<file path="src/rtl/cfg_rom_pkg.sv">
package cfg_rom_pkg;

  localparam int OP_W = 3;
  localparam logic [OP_W-1:0] RD_OP = 3'b110;

  // One entry per serial dwell; each non-idle step lasts exactly one dwell.
  typedef enum logic [3:0] {
    ST_IDLE,
    ST_SETUP,   // select up, clock low, before any edge
    ST_TX_LO,   // outgoing bit presented, clock low
    ST_TX_HI,   // outgoing bit held, clock high
    ST_GAP,     // data-in returned to zero, clock low
    ST_RX_HI,   // clock high, memory bit sampled at the end
    ST_RX_LO,   // clock low between data bits
    ST_DROP,    // select released, clock low
    ST_TR_HI,   // trailing pulse high
    ST_TR_LO    // trailing pulse low
  } step_e;

  function automatic logic step_sel(input step_e s);
    return s inside {ST_SETUP, ST_TX_LO, ST_TX_HI, ST_GAP, ST_RX_HI, ST_RX_LO};
  endfunction

  function automatic logic step_clk(input step_e s);
    return s inside {ST_TX_HI, ST_RX_HI, ST_TR_HI};
  endfunction

  function automatic logic step_drive(input step_e s);
    return s inside {ST_TX_LO, ST_TX_HI};
  endfunction

endpackage

</file>
<file path="src/rtl/crr_dwell_timer.sv">
module crr_dwell_timer #(
  parameter int DWELL_CYC = 2250
) (
  input  logic clk,
  input  logic rst_n,
  input  logic run,
  output logic tick
);
  localparam int CW = $clog2(DWELL_CYC + 1);
  localparam logic [CW-1:0] LAST = CW'(DWELL_CYC - 1);

  logic [CW-1:0] cnt;

  assign tick = run && (cnt == LAST);

  always_ff @(posedge clk) begin
    if (!rst_n) begin
      cnt <= '0;
    end else if (!run || tick) begin
      cnt <= '0;
    end else begin
      cnt <= cnt + 1'b1;
    end
  end
endmodule

</file>
<file path="src/rtl/crr_tx_shift.sv">
module crr_tx_shift #(
  parameter int W = 9
) (
  input  logic         clk,
  input  logic         rst_n,
  input  logic         load,
  input  logic [W-1:0] load_val,
  input  logic         adv,
  output logic         msb
);
  logic [W-1:0] sr;

  assign msb = sr[W-1];

  always_ff @(posedge clk) begin
    if (!rst_n) begin
      sr <= '0;
    end else if (load) begin
      sr <= load_val;
    end else if (adv) begin
      sr <= {sr[W-2:0], 1'b0};
    end
  end
endmodule

</file>
<file path="src/rtl/crr_rx_shift.sv">
module crr_rx_shift #(
  parameter int W = 16
) (
  input  logic         clk,
  input  logic         rst_n,
  input  logic         take,
  input  logic         bit_in,
  output logic [W-1:0] word
);
  always_ff @(posedge clk) begin
    if (!rst_n) begin
      word <= '0;
    end else if (take) begin
      word <= {word[W-2:0], bit_in};
    end
  end
endmodule

</file>
<file path="src/rtl/crr_seq.sv">
module crr_seq
  import cfg_rom_pkg::*;
#(
  parameter int TX_W = 9,
  parameter int RX_W = 16
) (
  input  logic  clk,
  input  logic  rst_n,
  input  logic  start,
  input  logic  tick,
  output step_e step,
  output logic  accept,
  output logic  tx_adv,
  output logic  rx_take,
  output logic  done
);
  localparam int MAXB = (TX_W > RX_W) ? TX_W : RX_W;
  localparam int BW   = $clog2(MAXB);

  logic [BW-1:0] bits_left;

  assign accept  = (step == ST_IDLE) && start;
  assign tx_adv  = tick && (step == ST_TX_HI);
  assign rx_take = tick && (step == ST_RX_HI);

  always_ff @(posedge clk) begin
    if (!rst_n) begin
      step      <= ST_IDLE;
      bits_left <= '0;
      done      <= 1'b0;
    end else begin
      done <= 1'b0;
      case (step)
        ST_IDLE:  if (start) step <= ST_SETUP;
        ST_SETUP: if (tick) begin
          step      <= ST_TX_LO;
          bits_left <= BW'(TX_W - 1);
        end
        ST_TX_LO: if (tick) step <= ST_TX_HI;
        ST_TX_HI: if (tick) begin
          if (bits_left == '0) begin
            step <= ST_GAP;
          end else begin
            step      <= ST_TX_LO;
            bits_left <= bits_left - 1'b1;
          end
        end
        ST_GAP: if (tick) begin
          step      <= ST_RX_HI;
          bits_left <= BW'(RX_W - 1);
        end
        ST_RX_HI: if (tick) step <= ST_RX_LO;
        ST_RX_LO: if (tick) begin
          if (bits_left == '0) begin
            step <= ST_DROP;
          end else begin
            step      <= ST_RX_HI;
            bits_left <= bits_left - 1'b1;
          end
        end
        ST_DROP:  if (tick) step <= ST_TR_HI;
        ST_TR_HI: if (tick) step <= ST_TR_LO;
        ST_TR_LO: if (tick) begin
          step <= ST_IDLE;
          done <= 1'b1;
        end
        default: step <= ST_IDLE;
      endcase
    end
  end
endmodule

</file>
<file path="src/rtl/cfg_rom_reader.sv">
module cfg_rom_reader
  import cfg_rom_pkg::*;
#(
  parameter int CLK_MHZ   = 250,
  parameter int DWELL_NS  = 9000,
  parameter int DWELL_CYC = CLK_MHZ * DWELL_NS / 1000,
  parameter int ADDR_W    = 6,
  parameter int DATA_W    = 16
) (
  input  logic              clk,
  input  logic              rst_n,
  input  logic              start_i,
  input  logic [ADDR_W-1:0] addr_i,
  output logic              busy_o,
  output logic              done_o,
  output logic [DATA_W-1:0] word_o,
  output logic              ee_cs_o,
  output logic              ee_sk_o,
  output logic              ee_di_o,
  input  logic              ee_do_i
);
  localparam int TX_W = OP_W + ADDR_W;

  step_e step;
  logic  tick, accept, tx_adv, rx_take, tx_msb;

  assign busy_o = (step != ST_IDLE);

  crr_dwell_timer #(.DWELL_CYC(DWELL_CYC)) timer_i (
    .clk  (clk),
    .rst_n(rst_n),
    .run  (busy_o),
    .tick (tick)
  );

  crr_seq #(.TX_W(TX_W), .RX_W(DATA_W)) seq_i (
    .clk    (clk),
    .rst_n  (rst_n),
    .start  (start_i),
    .tick   (tick),
    .step   (step),
    .accept (accept),
    .tx_adv (tx_adv),
    .rx_take(rx_take),
    .done   (done_o)
  );

  crr_tx_shift #(.W(TX_W)) tx_i (
    .clk     (clk),
    .rst_n   (rst_n),
    .load    (accept),
    .load_val({RD_OP, addr_i}),
    .adv     (tx_adv),
    .msb     (tx_msb)
  );

  crr_rx_shift #(.W(DATA_W)) rx_i (
    .clk   (clk),
    .rst_n (rst_n),
    .take  (rx_take),
    .bit_in(ee_do_i),
    .word  (word_o)
  );

  assign ee_cs_o = step_sel(step);
  assign ee_sk_o = step_clk(step);
  assign ee_di_o = step_drive(step) & tx_msb;
endmodule

</file>
<file path="config.mk">
export PLATFORM = sky130hd
export DESIGN_NAME = cfg_rom_reader
export DESIGN_NICKNAME = d
export VERILOG_FILES = /design/src/rtl/cfg_rom_pkg.sv /design/src/rtl/crr_dwell_timer.sv /design/src/rtl/crr_tx_shift.sv /design/src/rtl/crr_rx_shift.sv /design/src/rtl/crr_seq.sv /design/src/rtl/cfg_rom_reader.sv
export SDC_FILE = /design/constraint.sdc
export NUM_CORES = 1
export LEC_CHECK = 0
export BUFFER_PORTS_ARGS = -buffer_cell sky130_fd_sc_hd__buf_2
export CAP_MARGIN = 15
export CORE_ASPECT_RATIO = 1.4
export CORE_MARGIN = 8
export CORE_UTILIZATION = 30
export DETAILED_ROUTE_END_ITERATION = 8
export SLEW_MARGIN = 20
export SYNTH_ARGS = -nofsm -noshare
export SYNTH_HDL_FRONTEND = slang
export SYNTH_SLANG_ARGS = --single-unit
</file>
<file path="constraint.sdc">
create_clock -name clk -period 1.78 [get_ports clk]
set_input_delay 0.267 -clock clk [delete_from_list [all_inputs] [get_ports clk]]
set_output_delay 0.267 -clock clk [all_outputs]
set_load 0.01 [all_outputs]
</file>
* Word-level counts from Yosys, hierarchy flattened
Index checks and enable logic that the tools add are counted.
** Storage, ports and cells
- Input bits :: 10
- Flip-flop bits (word level) :: 46
- Logic and storage cells :: 73
** Cells by class
- Mux-type cells :: 20
- Bitwise logic cells :: 2
- Reductions and logical operators :: 20
- Equality and inequality tests :: 22
- Add/sub/neg operators :: 2
** Operators with widths (number)
- two-way mux 4 bit :: 13
- one-hot mux 4 bit (10 select lines) :: 1
- inequality test 2 x 1 -> 1 bit, second input constant :: 10
- two-way mux 9 bit :: 2
- == test 4 x 3 -> 1 bit, second input constant :: 4
- adder 12 x 1 -> 12 bit, second input constant :: 1
- == test 12 bit, second input constant :: 1
- one-hot mux 4 bit (3 select lines) :: 1
- AND reduction 10 bit :: 1
- == test 4 x 2 -> 1 bit, second input constant :: 2
- == test 4 bit, second input constant :: 2
- zero test 4 bit :: 2
- nonzero test 3 bit :: 2
- nonzero test 6 bit :: 1
- OR reduction 2 bit :: 3
- AND reduction 5 bit :: 1
- == test 4 x 1 -> 1 bit, second input constant :: 1
- logical AND 1 bit :: 4
- inequality test 2 bit, second input constant :: 2
- nonzero test 2 bit :: 2
- nonzero test 4 bit :: 1
- subtractor 4 x 1 -> 4 bit, second input constant :: 1
- two-way mux 3 bit :: 1
- two-way mux 2 bit :: 1
- 6 further kinds :: 6

* Depth between registers and ports, before layout
Gate-level depths: netlist (run 1).
- Depth after elaboration :: 5
- Gate-level depth with buffers :: 9
- Mapped depth without buffers :: 6

* Hierarchy
A second synthesis (run 1) with hierarchy kept.
** Unflattened totals
- Cells, all modules :: 234
- Area total of the unflattened synthesis :: 2280.9 um^2
** Modules (own cells, without submodules)
- crr_rx_shift :: cells each 51, area each 615.6 um^2, sequential area each 320.3 um^2, instances 1
- crr_dwell_timer :: cells each 62, area each 575.6 um^2, sequential area each 240.2 um^2, instances 1
- crr_seq :: cells each 69, area each 571.8 um^2, sequential area each 180.2 um^2, instances 1
- crr_tx_shift :: cells each 39, area each 440.4 um^2, sequential area each 180.2 um^2, instances 1
- cfg_rom_reader :: cells each 13, area each 77.6 um^2, sequential area each 0.0 um^2, instances 1

* Least setup slack after synthesis (run 1)
Ideal clock, no wire load.
- Path type :: reg2reg
- Start point :: register timer_i.cnt[0]
- End point :: register seq_i.bits_left[1]
- Path buffers :: 2
- Required time :: 1658 ps
- Stages on the path, launching flop included :: 8
- Data arrival time :: 1515 ps
- Setup slack :: 144 ps
- Path through :: dfxtp_1 -> ha_1 -> and4b_1 -> buf_2 -> and3_1 -> buf_4 -> nand2_1 -> o311a_1
** On the way
- Longest elaborated chain between the ends :: 4
** RTL lines
- start, declared :: RTL line crr_dwell_timer.sv:12 : logic [CW-1:0] cnt;
- start signal, assigned :: RTL line crr_dwell_timer.sv:22 : cnt <= cnt + 1'b1;
- == test 12 bit * :: RTL line crr_dwell_timer.sv:14 : assign tick = run && (cnt == LAST);
- logical AND 1 bit * :: RTL line crr_dwell_timer.sv:14
- inequality test 2 x 1 -> 1 bit (no source line)
- AND reduction 5 bit (no source line) *
- end signal, assigned :: RTL line crr_seq.sv:37 : bits_left <= BW'(TX_W - 1);
- end signal, assigned :: RTL line crr_seq.sv:45 : bits_left <= bits_left - 1'b1;
- end signal, assigned :: RTL line crr_seq.sv:50 : bits_left <= BW'(RX_W - 1);
- end, declared :: RTL line crr_seq.sv:20 : logic [BW-1:0] bits_left;
Every way passes the cells marked *; elsewhere a longest branch is shown, timed or not.
A chain may end at the register's enable or synchronous reset.

* Final worst setup path (run 1)
- Start point :: register seq_i.step[1]
- End point :: output port busy_o
** On the way
- Longest elaborated chain between the ends :: 1
** RTL lines
- start, declared :: RTL line crr_seq.sv:11 : output step_e step,
- start signal, assigned :: RTL line crr_seq.sv:28 : step <= ST_IDLE;
- start signal, assigned :: RTL line crr_seq.sv:34 : ST_IDLE: if (start) step <= ST_SETUP;
- start signal, assigned :: RTL line crr_seq.sv:36 : step <= ST_TX_LO;
- nonzero test 4 bit :: RTL line cfg_rom_reader.sv:27 : assign busy_o = (step != ST_IDLE);
- end, declared :: RTL line cfg_rom_reader.sv:14 : output logic busy_o,
Every way passes these cells.

==> run_results.csv, run 1 <==
group,metric,value,unit
grt,grt_max_degree,19,
floorplan,initial_core_util,31.0,%
drt,avgViaCountPerCell,5.07,
yosys,synth_fp_nets,273,
placed_design,port_buffers,30,
yosys,ys_types,44,
floorplan,fp-row-count,36,
drt,wl_met2,2560,um
yosys,ys_ff_latch,46,
grt,grt_pass1_vias,1898,
cells_and_area,multi_input_area,1150,um^2
grt,antenna_found_initial,0,
cells_and_area,final_common_cell,"dfxtp_1",
yosys,synth_top_flop_cell,"dfxtp_1",
pwr,p_sw_share,26.2,%
yosys,synth_edf_count,0,
sta,setup_tns,0,ns
clock_network,cts_tree,"yes",
clock_network,clk_path_buf_depth,2,
sta,max_slew_margin,73.7,%
worst_setup_path,critPathRequiredTime,1.51,ns
pwr,p_comb_share,10.2,%
sta,min_period,1.71,ns
pwr,power_frac_clock,33.4,%
grt,grt_first_pass_wirelength,8610,um
cells_and_area,area_delta_synth_final,21.0,%
drt,wl_met3,211,um
drt,wl_per_cell,13.2,um
pwr,pwr-share-seq,56.4,%
yosys,ys_seq_area_share,42.9,%
worst_setup_path,cp-end-kind,"primary output",
yosys,synth.avg_cell_area,8.29,um^2
yosys,syn-instance-count,259,
sta,setup_viol,0,
pwr,cellPowerDensity,738,nW/um^2
worst_setup_path,arrival,1.44,ns
cells_and_area,seq_area,928,um^2
yosys,synth_area,2150,um^2
pwr,p_sw,501,uW
cells_and_area,fill_cells,742,
worst_setup_path,crit_type,"reg -> out",
cells_and_area,final_nets,308,
yosys,yosysWarnings,0,
clock_network,cts.clk_slew.worst_paths,0.09,ns
sta,clock.fmax,0.584,GHz
worst_setup_path,rr_worst_depth,6,
pwr,vdd_ir_drop_max,420,uV
min_path,hold_path_depth,3,
sta,whs,0.216,ns
drt,wl,5150,um
placed_design,hpwl,3790,um
drt,drt-initial-drc-count,84,
yosys,async_reset_ff_share,0,%
drt,drt-met1-wl,2300,um
floorplan,core-area,6940,um^2
run,maxCapViolCount,0,
sta,post-route-period-util,96.1,%
clock_network,clock_latency,0.30,ns
clock_network,clock_tree.root_cell,"clkbuf_8",
cells_and_area,final_cell_mix,"dfxtp_1, nand2_1, buf_2",
drt,ant_nets,0,
sta,slew_violations,0,
status,status,"finished, final reports clean",
drt,first_pass_iters,4,
drt,top_layer,"met4",
clock_network,numCtsBuffers,5,
cells_and_area,drive_above_1_share,23.4,%
grt,grt.total_usage,10.4,%
floorplan,die_y,116,um
clock_network,htree_levels,2,
placed_design,routabilityCongestion,0.815,
worst_setup_path,crit_fanout,13,
drt,route.vias.total,1979,
sta,hold_violations,0,
pwr,intPower,1.41,mW
sta,tightest_slew,0.391,ns
cells_and_area,n_antenna_cell,0,
worst_setup_path,worstSetupStartpointType,"flop",
floorplan,die_x,87.5,um
pwr,cellLeakagePower,0.973,nW
sta,rsz0062_at_grt,"no",
min_path,hp-class,"in -> reg",
clock_network,cts_sinks,46,
drt,remaining_drc_errors,0,
floorplan,boundaryPins,31,
floorplan,die-area,10200,um^2
sta,clock_skew,0.00863,ns
grt,globalRouteOverflowTotal,0,
[worst max-delay path: stages (launching register included)]
cell	delay, ns
dfxtp_2	0.42
nor4_4	0.33
inv_1	0.11
buf_4	0.15
buf_2	0.13
[registers in the layout, summed over array words and instances (netlist names)]
signal           flops
rx_i.word           16
timer_i.cnt         12
tx_i.sr              9
seq_i.bits_left      4
seq_i.step           4
seq_i.done           1
[cell usage after synthesis, types with 5 or more instances]
library cell / n / area, um^2
dfxtp_1: 46 / 921
nand2_1: 33 / 124
nand3_1: 28 / 140
a21oi_1: 24 / 120
nor2_1: 16 / 60.1
buf_2: 11 / 55.1
nor3_1: 10 / 50.1
o21ai_0: 8 / 40.0
inv_1: 6 / 22.5
nand4_1: 6 / 37.5
xor2_1: 6 / 52.6
clkbuf_1: 5 / 18.8
xnor2_1: 5 / 43.8
[routing by layer]
metal | vias up | track usage [%]
met5 | - | 0
met4 | 0 | 4.38
met3 | 8 | 2.75
met2 | 32 | 17.7
met1 | 946 | 12.0
li1 | 993 | -
[cell type report]
| class | count | area share (%) |
|---|---|---|
| clock buffer | 5 | 2.65 |
| clock inverter | 3 | 0.723 |
| inverter | 8 | 1.16 |
| multi-input combinational | 186 | 44.5 |
| sequential | 46 | 35.7 |
| tap | 95 | 4.58 |
| timing repair buffer | 47 | 10.7 |
[worst paths after layout]
kind	start	endpoint	slack (ns)
max reg2reg	seq_i.bits_left[0]	seq_i.bits_left[0]	0.12
max	seq_i.step[1]	busy_o	0.07
min reg2reg	timer_i.cnt[0]	timer_i.cnt[0]	0.46
min	ee_do_i	rx_i.word[0]	0.22
[stage by stage]
step                      instances  util (%)  cell area, um^2  worst slack, ns  total power, mW
after global placement          381      35.2             2440           0.0962             1.28
after CTS                       389      36.8             2550          0.00869             1.94
after global routing            390      37.4             2600          0.00774             2.00
after detailed placement        381      35.2             2440           0.0524             1.28
after floorplan                 259         -             2150            0.144             1.21
final                           390      37.4             2600           0.0688             1.92
[power by group through the flow]
stage | sequential [mW] | combinational [mW] | clock [mW]
after CTS | 1.08 | 0.193 | 0.667
after global placement | 1.10 | 0.182 | 0
final | 1.08 | 0.196 | 0.641
after global routing | 1.08 | 0.218 | 0.696
after detailed placement | 1.10 | 0.183 | 0
after floorplan | 1.09 | 0.119 | 0
[repair_timing]
action,in CTS,in global routing
setup buffers,0,1
gates resized for setup,5,11
endpoints found under the setup margin,3,25
pin swaps,0,5
endpoints found under the hold margin,0,0
hold buffers,0,0
[cell families (layout without fill, tap and decap cells)]
| kind of cell | count (synthesis) | in the layout | synth area share, % |
|---|---|---|---|
| muxes | 2 | 2 | 0.932 |
| DFF | 46 | 46 | 42.9 |
| buffers and inverters | 27 | 63 | 5.71 |
| and+or+nand+nor | 116 | 116 | 28.4 |
| xor gates and xnor gates | 11 | 11 | 4.49 |
| AOI/OAI and AO/OA | 53 | 53 | 15.3 |
| adders and majority gates | 4 | 4 | 2.33 |
No activity file was read; power rests on OpenSTA's default activity.
==> inputs of run 2 (changes only) <==
MAX_ROUTING_LAYER = met4   (was unset)
SKIP_CTS_REPAIR_TIMING = 1   (was unset)
==> run_results.csv, run 2 (same netlist as run 1, synthesis figures left out) <==
group,metric,value,unit
pwr,cellLeakagePower,0.973,nW
drt,wl,5140,um
cells_and_area,final_nets,308,
placed_design,place_inst,381,
cells_and_area,postLayoutCellArea,2600,um^2
worst_setup_path,worstSetupStartpointType,"flop",
pwr,cellPowerDensity,738,nW/um^2
clock_network,cts.clk_slew.worst_paths,0.09,ns
clock_network,clock_tree.root_cell,"clkbuf_8",
floorplan,core-area,6940,um^2
placed_design,hpwl,3790,um
placed_design,routabilityCongestion,0.827,
drt,first_pass_iters,4,
placed_design,postPlaceCellArea,2440,um^2
sta,rsz0062_at_grt,"no",
sta,clock.fmax,0.585,GHz
floorplan,die-area,10200,um^2
grt,grt_first_pass_wirelength,8600,um
drt,route.vias.total,1989,
grt,grt_pass1_vias,1889,
sta,min_period,1.71,ns
worst_setup_path,crit_fanout,13,
clock_network,clock_latency,0.30,ns
sta,slew_violations,0,
min_path,hp-class,"in -> reg",
worst_setup_path,critPathRequiredTime,1.51,ns
cells_and_area,n_antenna_cell,0,
pwr,finalPower,1.92,mW
clock_network,cts_sinks,46,
sta,tightest_slew,0.389,ns
clock_network,cts_tree,"yes",
drt,ant_nets,0,
status,status,"finished, final reports clean",
placed_design,port_buffers,30,
floorplan,initial_core_util,31.0,%
cells_and_area,drive_above_1_share,23.4,%
cells_and_area,area_delta_synth_final,21.0,%
sta,hold_violations,0,
floorplan,die_x,87.5,um
sta,setup_viol,0,
cells_and_area,final_common_cell,"dfxtp_1",
pwr,vdd_ir_drop_max,420,uV
worst_setup_path,crit_type,"reg -> out",
cells_and_area,reg.largest.list,"rx_i.word x16, timer_i.cnt x12, tx_i.sr x9",
floorplan,boundaryPins,31,
drt,drt-initial-drc-count,88,
grt,antenna_found_initial,0,
sta,whs,0.216,ns
sta,setup_tns,0,ns
grt,globalRouteOverflowTotal,0,
floorplan,fp-row-count,36,
worst_setup_path,arrival,1.44,ns
sta,clock_skew,0.00933,ns
grt,grt_max_degree,19,
cells_and_area,top_register,"rx_i.word",
drt,wl_per_cell,13.2,um
clock_network,htree_levels,2,
grt,grt.total_usage,10.7,%
floorplan,die_y,116,um
cells_and_area,largest_reg_flops,16,
clock_network,clk_path_buf_depth,2,
sta,post-route-period-util,96.0,%
run,maxCapViolCount,0,
sta,max_slew_margin,73.9,%
drt,remaining_drc_errors,0,
cells_and_area,final_cell_mix,"dfxtp_1, nand2_1, buf_2",
worst_setup_path,cp-end-kind,"primary output",
clock_network,numCtsBuffers,5,
drt,avgViaCountPerCell,5.10,
cells_and_area,final_cells,390,
[run 2: worst max-delay path: stages, from the launching register on]
cell	delay (ns)
dfxtp_2	0.42
nor4_4	0.33
inv_1	0.10
buf_4	0.15
buf_2	0.13
[run 2: through the flow]
stage | worst slack, ns | util [%]
after CTS | -0.142 | 36.5
after global routing | 0.0101 | 37.4
after global placement | 0.0962 | 35.2
final | 0.0710 | 37.4
after detailed placement | 0.0524 | 35.2
after floorplan | 0.144 | -
[run 2: area by class of cell]
class / count / area (um^2)
flip-flops and latches: 46 / 928
fillers: 742 / 4340
inverters: 8 / 30.0
well taps: 95 / 119
clock inverters: 3 / 18.8
multi-input cells: 186 / 1150
clock buffers: 5 / 68.8
repair buffers: 47 / 278
[run 2: layer usage]
metal | global-route usage, % | vias up | share of wire (%)
li1 | - | 991 | -
met1 | 12.0 | 951 | 45
met2 | 17.7 | 39 | 49
met3 | 2.61 | 8 | 4.1
met4 | 4.38 | 0 | 1.5
met5 | - | - | 0
[run 2: final timing paths]
kind / depth (start not counted) / from / endpoint / slack (ns)
hold / removal: 3 / ee_do_i / rx_i.word[0] / 0.22
hold reg to reg: 1 / timer_i.cnt[0] / timer_i.cnt[0] / 0.46
setup / recovery: 4 / seq_i.step[1] / busy_o / 0.07
setup reg to reg: 6 / seq_i.bits_left[0] / seq_i.bits_left[0] / 0.11
[run 2: power by group]
part / leakage [nW] / internal (mW) / total [mW] / switching [mW]
sequential: 0.374 / 1.05 / 1.08 / 0.0276
clock: 0.0483 / 0.277 / 0.641 / 0.364
combinational: 0.550 / 0.0851 / 0.195 / 0.110
total: 0.973 / 1.41 / 1.92 / 0.502
==> inputs of run 3 (changes only) <==
BUFFER_PORTS_ARGS = -buffer_cell sky130_fd_sc_hd__buf_4   (was -buffer_cell sky130_fd_sc_hd__buf_2)
CORE_ASPECT_RATIO = 1.75   (was 1.4)
==> run_results.csv, run 3 (same netlist as run 1, synthesis figures left out) <==
group,metric,value,unit
sta,slew_violations,0,
pwr,p_comb_share,8.7,%
clock_network,clk_path_buf_depth,2,
clock_network,clock_tree.root_cell,"clkbuf_16",
pwr,power_frac_clock,45.1,%
drt,route.vias.total,2022,
worst_setup_path,crit_type,"reg -> reg",
cells_and_area,top_register,"rx_i.word",
cells_and_area,postLayoutCellArea,2740,um^2
sta,hold_violations,0,
cells_and_area,final_common_cell,"buf_4",
sta,fin_ws,0.108,ns
clock_network,clock_latency,0.29,ns
pwr,p_sw_share,22.4,%
drt,avgViaCountPerCell,5.32,
cells_and_area,reg.largest.list,"rx_i.word x16, timer_i.cnt x12, tx_i.sr x9",
cells_and_area,final_cell_mix,"buf_4, dfxtp_1, nand2_1",
clock_network,htree_levels,2,
floorplan,boundaryPins,31,
grt,grt_max_degree,18,
worst_setup_path,crit_fanout,6,
grt,antenna_found_initial,0,
min_path,hp-class,"in -> reg",
worst_setup_path,cp-end-kind,"flop",
worst_setup_path,critPathRequiredTime,1.95,ns
sta,min_period,1.67,ns
pwr,cellPowerDensity,851,nW/um^2
floorplan,die_x,80.0,um
pwr,intPower,1.81,mW
cells_and_area,final_nets,307,
drt,wl,5580,um
sta,clock.fmax,0.598,GHz
drt,first_pass_iters,4,
clock_network,numCtsBuffers,5,
pwr,pwr-share-seq,46.2,%
drt,wl_per_cell,14.7,um
drt,drt-initial-drc-count,111,
placed_design,postPlaceCellArea,2510,um^2
cells_and_area,area_delta_synth_final,27.4,%
drt,ant_nets,0,
floorplan,core-area,7080,um^2
placed_design,port_buffers,30,
sta,post-route-period-util,93.9,%
placed_design,dp_slack,0.0422,ns
run,maxCapViolCount,0,
cells_and_area,largest_reg_flops,16,
sta,max_slew_margin,52.5,%
floorplan,initial_core_util,30.3,%
floorplan,die-area,10200,um^2
drt,remaining_drc_errors,0,
cells_and_area,seq_area,930,um^2
pwr,vdd_ir_drop_max,330,uV
grt,grt_pass1_vias,2036,
cells_and_area,fill_cells,727,
status,status,"finished, final reports clean",
clock_network,cts_tree,"yes",
sta,tightest_slew,0.706,ns
sta,setup_viol,0,
sta,whs,0.244,ns
pwr,finalPower,2.33,mW
clock_network,cts.clk_slew.worst_paths,0.06,ns
clock_network,cts_sinks,46,
grt,globalRouteOverflowTotal,0,
placed_design,hpwl,4200,um
worst_setup_path,arrival,1.84,ns
cells_and_area,n_antenna_cell,0,
cells_and_area,multi_input_area,1150,um^2
grt,grt.total_usage,11.6,%
sta,clock_skew,0.00615,ns
floorplan,fp-row-count,41,
pwr,cellLeakagePower,1.00,nW
grt,grt_first_pass_wirelength,9250,um
cells_and_area,drive_above_1_share,23.1,%
worst_setup_path,worstSetupStartpointType,"flop",
placed_design,routabilityCongestion,0.865,
pwr,p_sw,522,uW
floorplan,die_y,128,um
run 3: cell count changes in the layout (fill, tap and decap cells not counted), moves of 2 or more:
cell,before,now
buf_2,30,0
buf_4,17,45
clkbuf_16,0,5
clkbuf_8,5,0
clkinv_2,2,0
dfxtp_2,3,1
run 3: final cells by class:
class | instances | share of cell area (%)
multi-input cells | 186 | 42.2
flip-flops and latches | 46 | 34.0
inverters | 8 | 1.10
clock inverters | 2 | 1.37
repair buffers | 46 | 12.8
clock buffers | 6 | 4.71
well taps | 86 | 3.93
run 3: final timing paths:
kind / from / slack (ns) / cells after the start / to
setup / recovery: timer_i.cnt[9] / 0.11 / 4 / seq_i.bits_left[1]
hold / removal: addr_i[0] / 0.24 / 3 / tx_i.sr[0]
setup reg to reg: timer_i.cnt[9] / 0.11 / 4 / seq_i.bits_left[1]
hold reg to reg: tx_i.sr[6] / 0.46 / 2 / tx_i.sr[7]
run 3: critical path, stage by stage (launching register included):
cell and delay, ns:
dfxtp_1 0.35, and4bb_1 0.46, and3_1 0.25, nand2_1 0.13, o311a_1 0.37
run 3: through the flow:
stage               setup TNS [ns]  util [%]  std cells
global placement                 0      35.4        372
CTS                        -0.0411      37.8        380
finish                           0      38.7        380
global route              -0.00366      38.7        380
detailed placement               0      35.4        372
floorplan                        0         -        259
run 3: power by group through the flow:
stage	clock [mW]	combinational [mW]	sequential [mW]
2_1_floorplan	0	0.119	1.09
3_3_place_gp	0	0.190	1.10
3_5_place_dp	0	0.191	1.10
4_1_cts	1.08	0.192	1.07
5_1_grt	1.13	0.225	1.08
6_report	1.05	0.203	1.08
run 3: metal layers:
metal	up-vias	global-route usage [%]	routed length (um)
met5	-	-	0
met4	0	6.57	158
met3	17	3.09	305
met2	48	21.2	3110
met1	965	10.2	2010
li1	992	-	-
